**config.mk**
```make
export PLATFORM = sky130hd
export DESIGN_NAME = feac_rx
export DESIGN_NICKNAME = d
export VERILOG_FILES = /design/src/rtl/feac_rx_pkg.sv /design/src/rtl/feac_window.sv /design/src/rtl/feac_qualify.sv /design/src/rtl/feac_code_fifo.sv /design/src/rtl/feac_rx.sv
export SDC_FILE = /design/constraint.sdc
export NUM_CORES = 1
export LEC_CHECK = 0
export ABC_AREA = 1
export BUFFER_PORTS_ARGS = -buffer_cell sky130_fd_sc_hd__buf_2
export CAP_MARGIN = 30
export CELL_PAD_IN_SITES_DETAIL_PLACEMENT = 0
export CELL_PAD_IN_SITES_GLOBAL_PLACEMENT = 1
export CORE_UTILIZATION = 43
export CTS_CLUSTER_DIAMETER = 40
export DETAILED_ROUTE_END_ITERATION = 10
export GPL_TIMING_DRIVEN = 0
export PLACE_DENSITY_LB_ADDON = 0.3
export RECOVER_POWER = 50
export SLEW_MARGIN = 5
export SYNTH_ARGS = -nofsm -noshare
export SYNTH_HDL_FRONTEND = slang
export SYNTH_SLANG_ARGS = --single-unit
```
**constraint.sdc**
```tcl
create_clock -name clk -period 2.2 [get_ports clk]
set_input_delay 0.55 -clock clk [delete_from_list [all_inputs] [get_ports clk]]
set_output_delay 0.55 -clock clk [all_outputs]
set_load 0.05 [all_outputs]
```
**src/rtl/feac_rx_pkg.sv**
```systemverilog
package feac_rx_pkg;

   localparam int CW_LEN = 16;
   localparam int CODE_W = 6;

   typedef logic [CODE_W-1:0] code_t;
   typedef logic [CW_LEN-1:0] window_t;

   // Oldest bit sits in bit 15: 0, C6..C1, 0, eight ones.
   function automatic logic cw_shape_ok(input window_t w);
      return (w[15] == 1'b0) && (w[8] == 1'b0) && (w[7:0] == 8'hFF);
   endfunction

   // C1 lands in bit 0 and C6 in bit 5.
   function automatic code_t cw_code(input window_t w);
      return w[14:9];
   endfunction

endpackage

```
**src/rtl/feac_window.sv**
```systemverilog
module feac_window
   import feac_rx_pkg::*;
(
   input  logic  clk,
   input  logic  rst_n,
   input  logic  bit_en,
   input  logic  bit_in,
   output logic  win_match,
   output code_t win_code
);

   window_t hist_q;
   window_t hist_nxt;

   assign hist_nxt  = {hist_q[CW_LEN-2:0], bit_in};
   assign win_match = cw_shape_ok(hist_nxt);
   assign win_code  = cw_code(hist_nxt);

   always_ff @(posedge clk or negedge rst_n) begin
      if (!rst_n) begin
         hist_q <= '0;
      end else if (bit_en) begin
         hist_q <= hist_nxt;
      end
   end

endmodule

```
**src/rtl/feac_qualify.sv**
```systemverilog
module feac_qualify
   import feac_rx_pkg::*;
#(
   parameter int CONFIRM  = 3,
   parameter int RELEASE  = 2,
   parameter int IDLE_RUN = 16
) (
   input  logic  clk,
   input  logic  rst_n,
   input  logic  bit_en,
   input  logic  bit_in,
   input  logic  win_match,
   input  code_t win_code,
   output logic  det,
   output logic  idle,
   output logic  wr_en,
   output code_t wr_code
);

   localparam int RUN_W = $clog2(CONFIRM + 1);
   localparam int DIF_W = $clog2(RELEASE + 1);
   localparam int ONE_W = $clog2(IDLE_RUN + 1);
   localparam int PH_W  = $clog2(CW_LEN);

   localparam logic [RUN_W-1:0] RUN_MAX = RUN_W'(CONFIRM);
   localparam logic [RUN_W-1:0] RUN_ARM = RUN_W'(CONFIRM - 1);
   localparam logic [DIF_W-1:0] DIF_ARM = DIF_W'(RELEASE - 1);
   localparam logic [ONE_W-1:0] ONE_MAX = ONE_W'(IDLE_RUN);
   localparam logic [ONE_W-1:0] ONE_ARM = ONE_W'(IDLE_RUN - 1);
   localparam logic [PH_W-1:0]  PH_LAST = PH_W'(CW_LEN - 1);

   logic             locked_q;
   logic [PH_W-1:0]  phase_q;
   code_t            cand_q;
   logic [RUN_W-1:0] run_q;
   code_t            dcode_q;
   logic [DIF_W-1:0] diff_q;
   logic [ONE_W-1:0] ones_q;
   logic             det_q;
   logic             idle_q;

   logic at_edge, good, bad, again, set_ev, rel_ev, idle_ev;

   always_comb begin
      at_edge = bit_en && (locked_q ? (phase_q == PH_LAST) : win_match);
      good    = at_edge && win_match;
      bad     = at_edge && !win_match;
      again   = good && locked_q && (win_code == cand_q);
      set_ev  = again && (run_q == RUN_ARM) && !det_q;
      rel_ev  = good && det_q && (win_code != dcode_q) && (diff_q == DIF_ARM);
      idle_ev = bit_en && bit_in && (ones_q == ONE_ARM);
   end

   // Boundary tracking and repeat run
   always_ff @(posedge clk or negedge rst_n) begin
      if (!rst_n) begin
         locked_q <= 1'b0;
         phase_q  <= '0;
         cand_q   <= '0;
         run_q    <= '0;
      end else if (bit_en) begin
         if (good) begin
            locked_q <= 1'b1;
            phase_q  <= '0;
            if (again) begin
               run_q <= (run_q == RUN_MAX) ? run_q : run_q + RUN_W'(1);
            end else begin
               cand_q <= win_code;
               run_q  <= RUN_W'(1);
            end
         end else if (bad) begin
            locked_q <= 1'b0;
            phase_q  <= '0;
            run_q    <= '0;
         end else if (locked_q) begin
            phase_q <= phase_q + PH_W'(1);
         end
      end
   end

   // All-ones run length
   always_ff @(posedge clk or negedge rst_n) begin
      if (!rst_n) begin
         ones_q <= '0;
      end else if (bit_en) begin
         if (!bit_in)                ones_q <= '0;
         else if (ones_q != ONE_MAX) ones_q <= ones_q + ONE_W'(1);
      end
   end

   // Detection, release hysteresis and idle
   always_ff @(posedge clk or negedge rst_n) begin
      if (!rst_n) begin
         det_q   <= 1'b0;
         dcode_q <= '0;
         diff_q  <= '0;
         idle_q  <= 1'b0;
      end else begin
         if (set_ev) begin
            det_q   <= 1'b1;
            dcode_q <= win_code;
         end else if (rel_ev || idle_ev) begin
            det_q <= 1'b0;
         end

         if (set_ev || rel_ev || idle_ev) begin
            diff_q <= '0;
         end else if (good && det_q) begin
            diff_q <= (win_code != dcode_q) ? diff_q + DIF_W'(1) : '0;
         end

         if (idle_ev)     idle_q <= 1'b1;
         else if (set_ev) idle_q <= 1'b0;
      end
   end

   assign det     = det_q;
   assign idle    = idle_q;
   assign wr_en   = set_ev;
   assign wr_code = win_code;

endmodule

```
**src/rtl/feac_code_fifo.sv**
```systemverilog
module feac_code_fifo #(
   parameter int DEPTH = 4,
   parameter int W     = 6,
   localparam int AW   = (DEPTH > 1) ? $clog2(DEPTH) : 1
) (
   input  logic         clk,
   input  logic         rst_n,
   input  logic         push,
   input  logic [W-1:0] push_data,
   input  logic         pop_req,
   input  logic         ovf_clr,
   output logic [W-1:0] head,
   output logic         empty,
   output logic         full,
   output logic         ovf,
   output logic [AW:0]  level
);

   localparam logic [AW:0] LVL_FULL = (AW + 1)'(DEPTH);

   logic [W-1:0] mem [DEPTH];
   logic [AW:0]  wr_ptr_q, rd_ptr_q;
   logic         do_push, do_pop;

   assign level   = wr_ptr_q - rd_ptr_q;
   assign full    = (level == LVL_FULL);
   assign empty   = (level == '0);
   assign do_push = push && !full;
   assign do_pop  = pop_req && !empty;
   assign head    = mem[rd_ptr_q[AW-1:0]];

   always_ff @(posedge clk) begin
      if (do_push) mem[wr_ptr_q[AW-1:0]] <= push_data;
   end

   always_ff @(posedge clk or negedge rst_n) begin
      if (!rst_n) begin
         wr_ptr_q <= '0;
         rd_ptr_q <= '0;
         ovf      <= 1'b0;
      end else begin
         if (do_push) wr_ptr_q <= wr_ptr_q + (AW + 1)'(1);
         if (do_pop)  rd_ptr_q <= rd_ptr_q + (AW + 1)'(1);
         if (push && full) ovf <= 1'b1;
         else if (ovf_clr) ovf <= 1'b0;
      end
   end

endmodule

```
**src/rtl/feac_rx.sv**
```systemverilog
module feac_rx
   import feac_rx_pkg::*;
#(
   parameter int FIFO_DEPTH = 4,
   parameter int CONFIRM    = 3,
   parameter int RELEASE    = 2,
   parameter int IDLE_RUN   = 16,
   localparam int LVL_W     = $clog2(FIFO_DEPTH) + 1
) (
   input  logic        clk,
   input  logic        rst_n,
   input  logic        bit_en,
   input  logic        bit_in,
   input  logic        rd_stb,
   input  logic        ovf_clr,
   output logic [5:0]  rd_data,
   output logic        rd_empty,
   output logic        ovf_flag,
   output logic        idle_flag,
   output logic        det_flag
);

   generate
      if (FIFO_DEPTH < 2 || (FIFO_DEPTH & (FIFO_DEPTH - 1)) != 0) begin : g_bad_depth
         $error("FIFO_DEPTH must be a power of two, at least 2");
      end
      if (CONFIRM < 2) begin : g_bad_confirm
         $error("CONFIRM must be at least 2");
      end
      if (RELEASE < 1 || RELEASE >= CONFIRM) begin : g_bad_release
         $error("RELEASE must lie in 1..CONFIRM-1");
      end
      if (IDLE_RUN <= 8) begin : g_bad_idle
         $error("IDLE_RUN must exceed the codeword ones tail");
      end
   endgenerate

   logic             win_match;
   code_t            win_code;
   logic             code_wr;
   code_t            code_val;
   logic             q_full;
   logic [LVL_W-1:0] q_level;

   feac_window u_win (
      .clk       (clk),
      .rst_n     (rst_n),
      .bit_en    (bit_en),
      .bit_in    (bit_in),
      .win_match (win_match),
      .win_code  (win_code)
   );

   feac_qualify #(
      .CONFIRM  (CONFIRM),
      .RELEASE  (RELEASE),
      .IDLE_RUN (IDLE_RUN)
   ) u_qual (
      .clk       (clk),
      .rst_n     (rst_n),
      .bit_en    (bit_en),
      .bit_in    (bit_in),
      .win_match (win_match),
      .win_code  (win_code),
      .det       (det_flag),
      .idle      (idle_flag),
      .wr_en     (code_wr),
      .wr_code   (code_val)
   );

   feac_code_fifo #(
      .DEPTH (FIFO_DEPTH),
      .W     (CODE_W)
   ) u_fifo (
      .clk       (clk),
      .rst_n     (rst_n),
      .push      (code_wr),
      .push_data (code_val),
      .pop_req   (rd_stb),
      .ovf_clr   (ovf_clr),
      .head      (rd_data),
      .empty     (rd_empty),
      .full      (q_full),
      .ovf       (ovf_flag),
      .level     (q_level)
   );

endmodule

```
==> results of run 1 <==
## cells by family (layout without fill, tap and decap cells)
group	after synthesis	count (layout)
AOI/OAI and AO/OA	69	69
xor gates and xnor gates	8	8
adders and majority gates	14	14
buffers and inverters	63	103
DFF	74	74
and+or+nand+nor	140	140
## cell usage after synthesis, drive strengths merged, types with 3 or more instances
master and instances:
dfrtp 50, o21ai 47, clkbuf 5, ha 14, nand2 80, buf 3, nand3 10, edfxtp 24
nand4 6, a21oi 10, xnor2 4, nor2 37, xor2 4, inv 53, o22ai 8, nor3 5
## routing by layer
| metal | track usage [%] | wire length, um | vias to the layer above |
|---|---|---|---|
| li1 | - | - | 1268 |
| met1 | 21.12 | 3029 | 1139 |
| met2 | 29.41 | 3213 | 29 |
| met3 | 2.956 | 146 | 8 |
| met4 | 7.308 | 102 | 0 |
| met5 | 0 | 0 | - |
## cell usage in the layout, fill, tap and decap left out, drive strengths merged
master     n
a21oi     10
buf       24
bufinv     1
clkbuf    18
clkinv     4
clkinvlp   2
dfrtp     50
edfxtp    24
ha        14
inv       54
nand2     80
nand3     10
nand3b     1
nand4      6
nor2      37
nor3       5
o2111ai    1
o211ai     2
o21ai     47
o21bai     1
o22ai      8
or2        1
xnor2      4
xor2       4
## registers in the layout, summed over array words and instances, names as in the netlist
name,cells
u_fifo.mem,24
u_win.hist_q,15
u_qual.cand_q,6
u_qual.dcode_q,6
u_qual.ones_q,5
u_qual.phase_q,4
u_fifo.rd_ptr_q,3
u_fifo.wr_ptr_q,3
u_qual.diff_q,2
u_qual.run_q,2
u_fifo.ovf,1
u_qual.det,1
u_qual.idle,1
u_qual.locked_q,1
## power breakdown
| group | switching (mW) | internal, mW | leakage, nW |
|---|---|---|---|
| combinational | 0.205 | 0.107 | 0.898 |
| sequential | 0.0994 | 1.53 | 0.872 |
| clock | 0.527 | 0.526 | 0.0925 |
## layout make-up
class / count / area [um^2]
plain buffers: 8 / 51.30
clock buffers: 10 / 127.6
clock inverters: 6 / 67.56
fillers: 734 / 3746
inverters: 55 / 209.0
multi-input cells: 231 / 1379
flip-flops and latches: 74 / 1973
well taps: 102 / 127.6
repair buffers: 24 / 166.4
## stage by stage
| stage | total power [mW] | instance area (um^2) | util [%] | TNS [ns] |
|---|---|---|---|---|
| global route | 3.140 | 4101 | 52.26 | -1.138 |
| CTS | 3.028 | 4059 | 51.72 | -0.1061 |
| floorplan | 1.871 | 3556 | - | 0 |
| detailed placement | 1.981 | 3774 | 48.09 | -4.643 |
| finish | 2.994 | 4101 | 52.26 | -0.09072 |
| global placement | 1.963 | 3754 | 47.83 | -4.124 |
## worst paths after layout
path	start	end	slack (ns)
max reg2reg	u_fifo.rd_ptr_q[1]	u_fifo.mem[1][0]	0.09
max in group asynchronous	rst_n	u_fifo.rd_ptr_q[1]	0.36
min reg2reg	u_qual.idle	u_qual.idle	0.48
min in group asynchronous	rst_n	u_qual.dcode_q[3]	0.43
min	ovf_clr	u_fifo.ovf	0.39
max	u_fifo.rd_ptr_q[1]	rd_empty	-0.09
## what timing repair did
action / 4_1_cts / 5_1_grt
pin swaps: 2 / 3
setup buffers: 6 / 3
gates resized for setup: 16 / 15
setup endpoints to repair: 32 / 32
==> flow_summary.toml, run 1 <==
[outcome]
status = "finished, violations left"
violations = "setup timing"

[synthesis]
synth_top_family_by_area = "simple AND/OR/NAND/NOR gates"
synth-compound-area-share_pct = 12.46
syn-cell-area_um2 = 3556
synth-simple-area-share_pct = 18.09
synth_fa_ha_area_share_pct = 4.926
synth_flop_cell = "dfrtp_1"
seq_area_frac_synth_pct = 55.45
ys_ff_latch = 74
ys_top_cells_by_area = "dfrtp_1 35%, edfxtp_1 20%, nand2_1 8.1%"
synth_xor_area_share_pct = 1.970
yosys.cell_types.count = 37
async_flop_share_pct = 67.57
yosysWarnings = 0
synth_fp_nets = 388
synth_edf_count = 24
syn_area_per_cell_um2 = 9.663
synth_top_cell_area_share_pct = 35.19
muxShareOfSynthArea_pct = 0
synth_area_leader_cell = "dfrtp_1"
synth_cells = 368

[clocking]
cts_sinks = 74
clk_latency_ns = 0.34
root_buffer = "clkbuf_8"
cts_buffer_depth = 2
cts_tree = "built"
clkTransAtPathRegs_ns = 0.09
ctsHtreeMaxLevel = 3
ctsHoldBuffers = 0
cts_buffers = 9

[finish]
antenna_cells = 0
final_cell_count_no_fill = 510
areaGrowthSynthToFinish_pct = 15.34
drive_gt1_share_pct = 21.32
nets = 423

[floorplanning]
die_h_um = 92.94
coreArea_um2 = 7848
start_util_pct = 45.31
rows = 32
fp.dieW_um = 92.94
ioPinCount = 16
dieArea_um2 = 8637

[setup_path]
start_kind = "flop"
cp.depth = 9
cp.arrival_ns = 1.74
rr_worst_depth = 10
critical_path_required_ns = 1.65
crit_family = "flip-flops"
slowest_delay_ns = 0.40
path_class = "reg2out"
path_buf_inv = 5
end_kind = "primary output"
crit_path_frequent_cell = "inv_2"
path_max_fanout = 2
path_cells = "inv_4 -> ha_4 -> inv_2 -> o21bai_1 -> xor2_1 -> inv_1 -> nand3_2 -> inv_2 -> buf_8"
cp_slowest_cell = "dfrtp_2"

[global_route]
grt_pass1_wl_um = 11420
grt.overflow.total = 0
grt_pass1_vias = 2476
grt_usage_pct = 17.12
grt_max_degree = 30
antenna_found_initial = 0

[detailed_routing]
detail_route.wl_per_cell_um = 12.73
via_per_inst = 4.792
drt_iter0_drc = 115
drt-total-wl_um = 6491
postRouteAntennaNets = 0
drtPass1Iterations = 4
vias = 2444
route.detailed.drc = 0

[power_and_ir_drop]
p_per_area_nw_per_um2 = 730.0
peakVddDrop_mv = 0.3569
leakagePower_nw = 1.863

[timing]
rsz0062_at_grt = "yes"
finalClockSkew_ns = 0.009165
tightest_slew_ns = 1.197
relSlewSlack_pct = 20.21
setup-violations-final = 1
holdWs_ns = 0.3930
setup_slack_ns = -0.09072
fmax_mhz = 436.5
period_share_pct = 104.1
hold_viol_final = 0
period_needed_ns = 2.291
report.final.slew_viol_count = 0

[placement]
placed_cells = 485
gp_congestion = 0.7596
io_buffers = 14
dp_worst_setup_slack_ns = -0.2334
dp_hpwl_um = 4529

[hold_path]
hp-class = "in2reg"
hold_depth = 2

[flow_run]
max_cap_violations = 0
(Power assumes the default switching activity.)
==> run 2, diff against run 1 <==
PLACE_DENSITY_LB_ADDON = 0.1   (was 0.3)
==> run 2 against run 1 <==
  * The run still ends with setup timing left
  * Clock power up 12%
  * Critical path depth down 1
  * Via count up 0.70%
  * Setup slack better by 0.048 ns
  * Clock-buffer cell count down 1
  * Critical endpoint unchanged
  * Largest power group unchanged
==> flow_summary.toml, run 2 (synthesis gave the netlist of run 1 again) <==
[outcome]
status = "finished, violations left"
violations = "setup timing"

[clocking]
cts_sinks = 74
clk_latency_ns = 0.34
cts_tree = "built"
clkTransAtPathRegs_ns = 0.08
root_buffer = "clkbuf_8"
cts_buffer_depth = 2
ctsHoldBuffers = 0
cts_buffers = 9
ctsHtreeMaxLevel = 3

[placement]
io_buffers = 14
gp_congestion = 0.7270
placed_cell_area_um2 = 3774
dp_hpwl_um = 4616
dp_worst_setup_slack_ns = -0.2785

[hold_path]
whs_endpoint = "u_fifo.ovf"
hp-class = "in2reg"
hold_depth = 2
min_from = "ovf_clr"

[detailed_routing]
drtPass1Iterations = 4
drt-total-wl_um = 6460
drt_iter0_drc = 99
vias = 2461
route.detailed.drc = 0
postRouteAntennaNets = 0
detail_route.wl_per_cell_um = 12.72
via_per_inst = 4.844

[timing]
report.final.slew_viol_count = 0
finalClockSkew_ns = 0.01085
period_share_pct = 101.9
holdWs_ns = 0.4003
finalSetupTns_ns = -0.04240
setup-violations-final = 1
setup_slack_ns = -0.04240
rsz0062_at_grt = "yes"
period_needed_ns = 2.242
fmax_mhz = 446.0
hold_viol_final = 0
tightest_slew_ns = 1.387
relSlewSlack_pct = 7.552

[finish]
largest_register_ffs = 24
areaGrowthSynthToFinish_pct = 16.19
final_common_cell = "nand2_1"
antenna_cells = 0
mostFrequentLayoutCells = "77 x nand2_1, 47 x dfrtp_1, 43 x inv_1"
final_area_um2 = 4131
nets = 421
drive_gt1_share_pct = 21.92

[global_route]
grt_max_degree = 28
grt_pass1_vias = 2434
antenna_found_initial = 0
grt_usage_pct = 16.92
grt_pass1_wl_um = 11290
grt.overflow.total = 0

[setup_path]
critical_path_required_ns = 1.65
slowest_delay_ns = 0.43
end_kind = "primary output"
path_class = "reg2out"
rr_worst_depth = 8
cp_slowest_cell = "dfrtp_2"
crit_path_frequent_cell = "inv_2"
path_max_fanout = 2
r2r-start = "u_win.hist_q[11]"
r2r-end = "u_fifo.mem[0][1]"
cp.arrival_ns = 1.69
start_kind = "flop"
reg2reg_slack_ns = 0.14
path_cells = "ha_4 -> inv_2 -> o21bai_4 -> xor2_2 -> inv_1 -> nand3_2 -> inv_2 -> buf_8"

[floorplanning]
fp.dieW_um = 92.94
die_h_um = 92.94
coreArea_um2 = 7848
start_util_pct = 45.31
ioPinCount = 16
dieArea_um2 = 8637
rows = 32

[power_and_ir_drop]
leakagePower_nw = 1.863
p_per_area_nw_per_um2 = 755.4
peakVddDrop_mv = 0.3324

[flow_run]
max_cap_violations = 0
run 2: area by class of cell:
| type | count | area [um^2] |
|---|---|---|
| Buffer | 8 | 50.05 |
| Clock buffer | 9 | 123.9 |
| Clock inverter | 7 | 101.3 |
| Fill cell | 754 | 3716 |
| Inverter | 55 | 209.0 |
| Multi-Input combinational cell | 231 | 1393 |
| Sequential cell | 74 | 1976 |
| Tap cell | 102 | 127.6 |
| Timing Repair Buffer | 22 | 151.4 |
run 2: report_power, final:
group | leakage, nW | switching [mW] | total (mW) | internal [mW]
Sequential | 0.872 | 0.100 | 1.63 | 1.53
Clock | 0.106 | 0.534 | 1.18 | 0.646
Combinational | 0.885 | 0.204 | 0.310 | 0.106
run 2: how the worst max path moves through the flow:
stage / to / cells past startpoint / from / slack [ns]
2_1_floorplan: rd_data[2] / 4 / u_fifo.rd_ptr_q[0] / 0.0002
5_1_grt: rd_empty / 8 / u_fifo.wr_ptr_q[1] / -0.13
3_3_place_gp: u_fifo.mem[0][2] / 8 / u_fifo.rd_ptr_q[1] / -0.23
6_report: rd_empty / 8 / u_fifo.wr_ptr_q[1] / -0.04
3_5_place_dp: u_fifo.mem[0][3] / 8 / u_fifo.rd_ptr_q[1] / -0.28
4_1_cts: rd_empty / 8 / u_fifo.wr_ptr_q[1] / -0.12
run 2: repair_timing:
action	CTS	global route
endpoints found under the setup margin	32	28
pin swaps	2	3
resized for setup	20	14
buffers inserted	4	3
run 2: metrics by stage:
step | total power [mW] | utilization (%) | instances
final | 3.121 | 52.65 | 508
after global routing | 3.287 | 52.65 | 508
after CTS | 3.169 | 52.02 | 505
after detailed placement | 1.985 | 48.09 | 485
after global placement | 1.969 | 47.83 | 484
after floorplan | 1.871 | - | 368
run 2: critical path, delay by kind of cell (launching register included):
kind | cells | cell delay [ns]
xor gates and xnor gates | 1 | 0.16
DFF | 1 | 0.43
AOI/OAI and AO/OA | 1 | 0.12
and+or+nand+nor | 1 | 0.08
buffers and inverters | 4 | 0.29
adders and majority gates | 1 | 0.27
run 2: routing by layer:
metal  global-route usage [%]  vias up  wire (um)
li1                         -     1270          -
met1                    21.44     1153       3041
met2                    28.37       29       3168
met3                    3.448        9        153
met4                    6.538        0         95
met5                        0        -          0
==> run 3, diff against run 2 <==
clock period = 1.9 ns   (was 2.2 ns; I/O delays follow)
==> run 3 against run 2 <==
  * The run still ends with setup timing left
  * Combinational power up 17%
  * First-iteration DRC count decreased by 17%
  * Global-route usage up 0.19 points
  * Cell area grew 1.8%
  * Largest cell class unchanged
==> flow_summary.toml, run 3 (synthesis gave the netlist of run 1 again) <==
[timing]
fmax_mhz = 434.2
finalClockSkew_ns = 0.009574
holdWs_ns = 0.3246
relSlewSlack_pct = 3.101
report.final.slew_viol_count = 0
rsz0062_at_grt = "yes"
period_share_pct = 121.2
tightest_slew_ns = 1.453
setup-violations-final = 23
hold_viol_final = 0
finalSetupTns_ns = -0.9039
setup_slack_ns = -0.4033
period_needed_ns = 2.303

[clocking]
cts_sinks = 74
cts_buffer_depth = 2
cts_buffers = 9
cts_tree = "built"
clkTransAtPathRegs_ns = 0.08
clk_latency_ns = 0.34
root_buffer = "clkbuf_8"
ctsHtreeMaxLevel = 3

[setup_path]
cp_slowest_cell = "dfrtp_2"
slowest_delay_ns = 0.43
start_kind = "flop"
r2r-end = "u_fifo.mem[0][5]"
reg2reg_slack_ns = -0.04
path_class = "reg2out"
cp.arrival_ns = 1.83
r2r-start = "u_win.hist_q[8]"
path_cells = "ha_4 -> inv_2 -> o21bai_1 -> xor2_1 -> inv_1 -> nand3_2 -> clkinvlp_4 -> buf_8"
rr_worst_depth = 8
path_max_fanout = 3
end_kind = "primary output"
critical_path_required_ns = 1.42

[floorplanning]
fp.dieW_um = 92.94
ioPinCount = 16
coreArea_um2 = 7848
die_h_um = 92.94
rows = 32
dieArea_um2 = 8637
start_util_pct = 45.31

[finish]
mostFrequentLayoutCells = "77 x nand2_1, 47 x dfrtp_1, 43 x inv_1"
antenna_cells = 0
n_fill_cell = 750
utilization_pct = 53.59
final_common_cell = "nand2_1"
drive_gt1_share_pct = 23.70
layout.area.seq_um2 = 1976
largest_register_ffs = 24
nets = 420
multiInputGateArea_um2 = 1424
areaGrowthSynthToFinish_pct = 18.26

[power_and_ir_drop]
peakVddDrop_mv = 0.4381
leakagePower_nw = 1.889
p_per_area_nw_per_um2 = 861.0

[detailed_routing]
drtPass1Iterations = 4
vias = 2460
drt_iter0_drc = 82
detail_route.wl_per_cell_um = 12.80
via_per_inst = 4.852
postRouteAntennaNets = 0
drt-total-wl_um = 6488
route.detailed.drc = 0

[global_route]
grt_usage_pct = 17.11
grt_pass1_wl_um = 11400
use_met1_pct = 21.17
grtUsageMet3_pct = 3.695
grt_max_degree = 28
grt_pass1_vias = 2402
met2_usage_pct = 29.17
top_usage_layer = "met2"
grt.overflow.total = 0
antenna_found_initial = 0

[hold_path]
hp-class = "in2reg"
hold_depth = 2
min_from = "ovf_clr"
whs_endpoint = "u_fifo.ovf"

[outcome]
status = "finished, violations left"
violations = "setup timing"

[placement]
gp_congestion = 0.7238
dp_hpwl_um = 4656
io_buffers = 14

[flow_run]
max_cap_violations = 0
## run 3: worst max path at each step
stage / slack, ns / start / depth (start not counted) / endpoint
floorplan: -0.08 / u_fifo.rd_ptr_q[1] / 8 / rd_empty
global placement: -0.35 / u_fifo.rd_ptr_q[1] / 8 / u_fifo.mem[3][2]
detailed placement: -0.34 / u_fifo.rd_ptr_q[1] / 8 / u_fifo.mem[3][2]
CTS: -0.43 / u_fifo.wr_ptr_q[1] / 8 / rd_empty
global route: -0.50 / u_fifo.rd_ptr_q[1] / 9 / rd_empty
finish: -0.40 / u_fifo.wr_ptr_q[1] / 8 / rd_empty
## run 3: through the flow
| stage | instances | total power [mW] | area [um^2] | setup WS (ns) |
|---|---|---|---|---|
| after floorplan | 368 | 2.166 | 3622 | -0.07899 |
| after global placement | 484 | 2.280 | 3820 | -0.3453 |
| after detailed placement | 485 | 2.295 | 3840 | -0.3428 |
| after CTS | 505 | 3.677 | 4207 | -0.4341 |
| after global routing | 507 | 3.810 | 4205 | -0.4978 |
| final | 507 | 3.621 | 4205 | -0.4033 |
## run 3: layout make-up
type / instances / area share, %
inverter: 55 / 5.147
multi-input combinational: 231 / 33.86
buffer: 8 / 1.458
sequential: 74 / 46.98
timing repair buffer: 21 / 4.106
clock buffer: 10 / 3.273
clock inverter: 6 / 2.142
tap: 102 / 3.035
## run 3: critical path: cells and delay by family (launching register included)
kind,cells,cell delay (ns)
flip-flops,1,0.43
buffers and inverters,4,0.35
adder cells (fa/ha/maj),1,0.27
XOR/XNOR,1,0.19
AO/OA/AOI/OAI,1,0.14
AND/OR/NAND/NOR,1,0.11
## run 3: what timing repair did
action / 4_1_cts / 5_1_grt
endpoints found under the setup margin: 35 / 33
pin swaps: 6 / 4
hold buffers: 0 / 0
resized for setup: 47 / 6
buffers inserted: 4 / 2
## run 3: layer usage
layer | share of wire [%] | vias to the layer above | routed length, um
met3 | 2.1 | 9 | 135
met2 | 50 | 27 | 3251
li1 | - | 1261 | -
met4 | 1.6 | 0 | 102
met5 | 0 | - | 0
met1 | 46 | 1163 | 2999
## run 3: where the power goes
part	leakage (nW)	switching, mW	internal, mW
sequential	0.872	0.116	1.77
clock	0.112	0.591	0.777
combinational	0.905	0.240	0.124
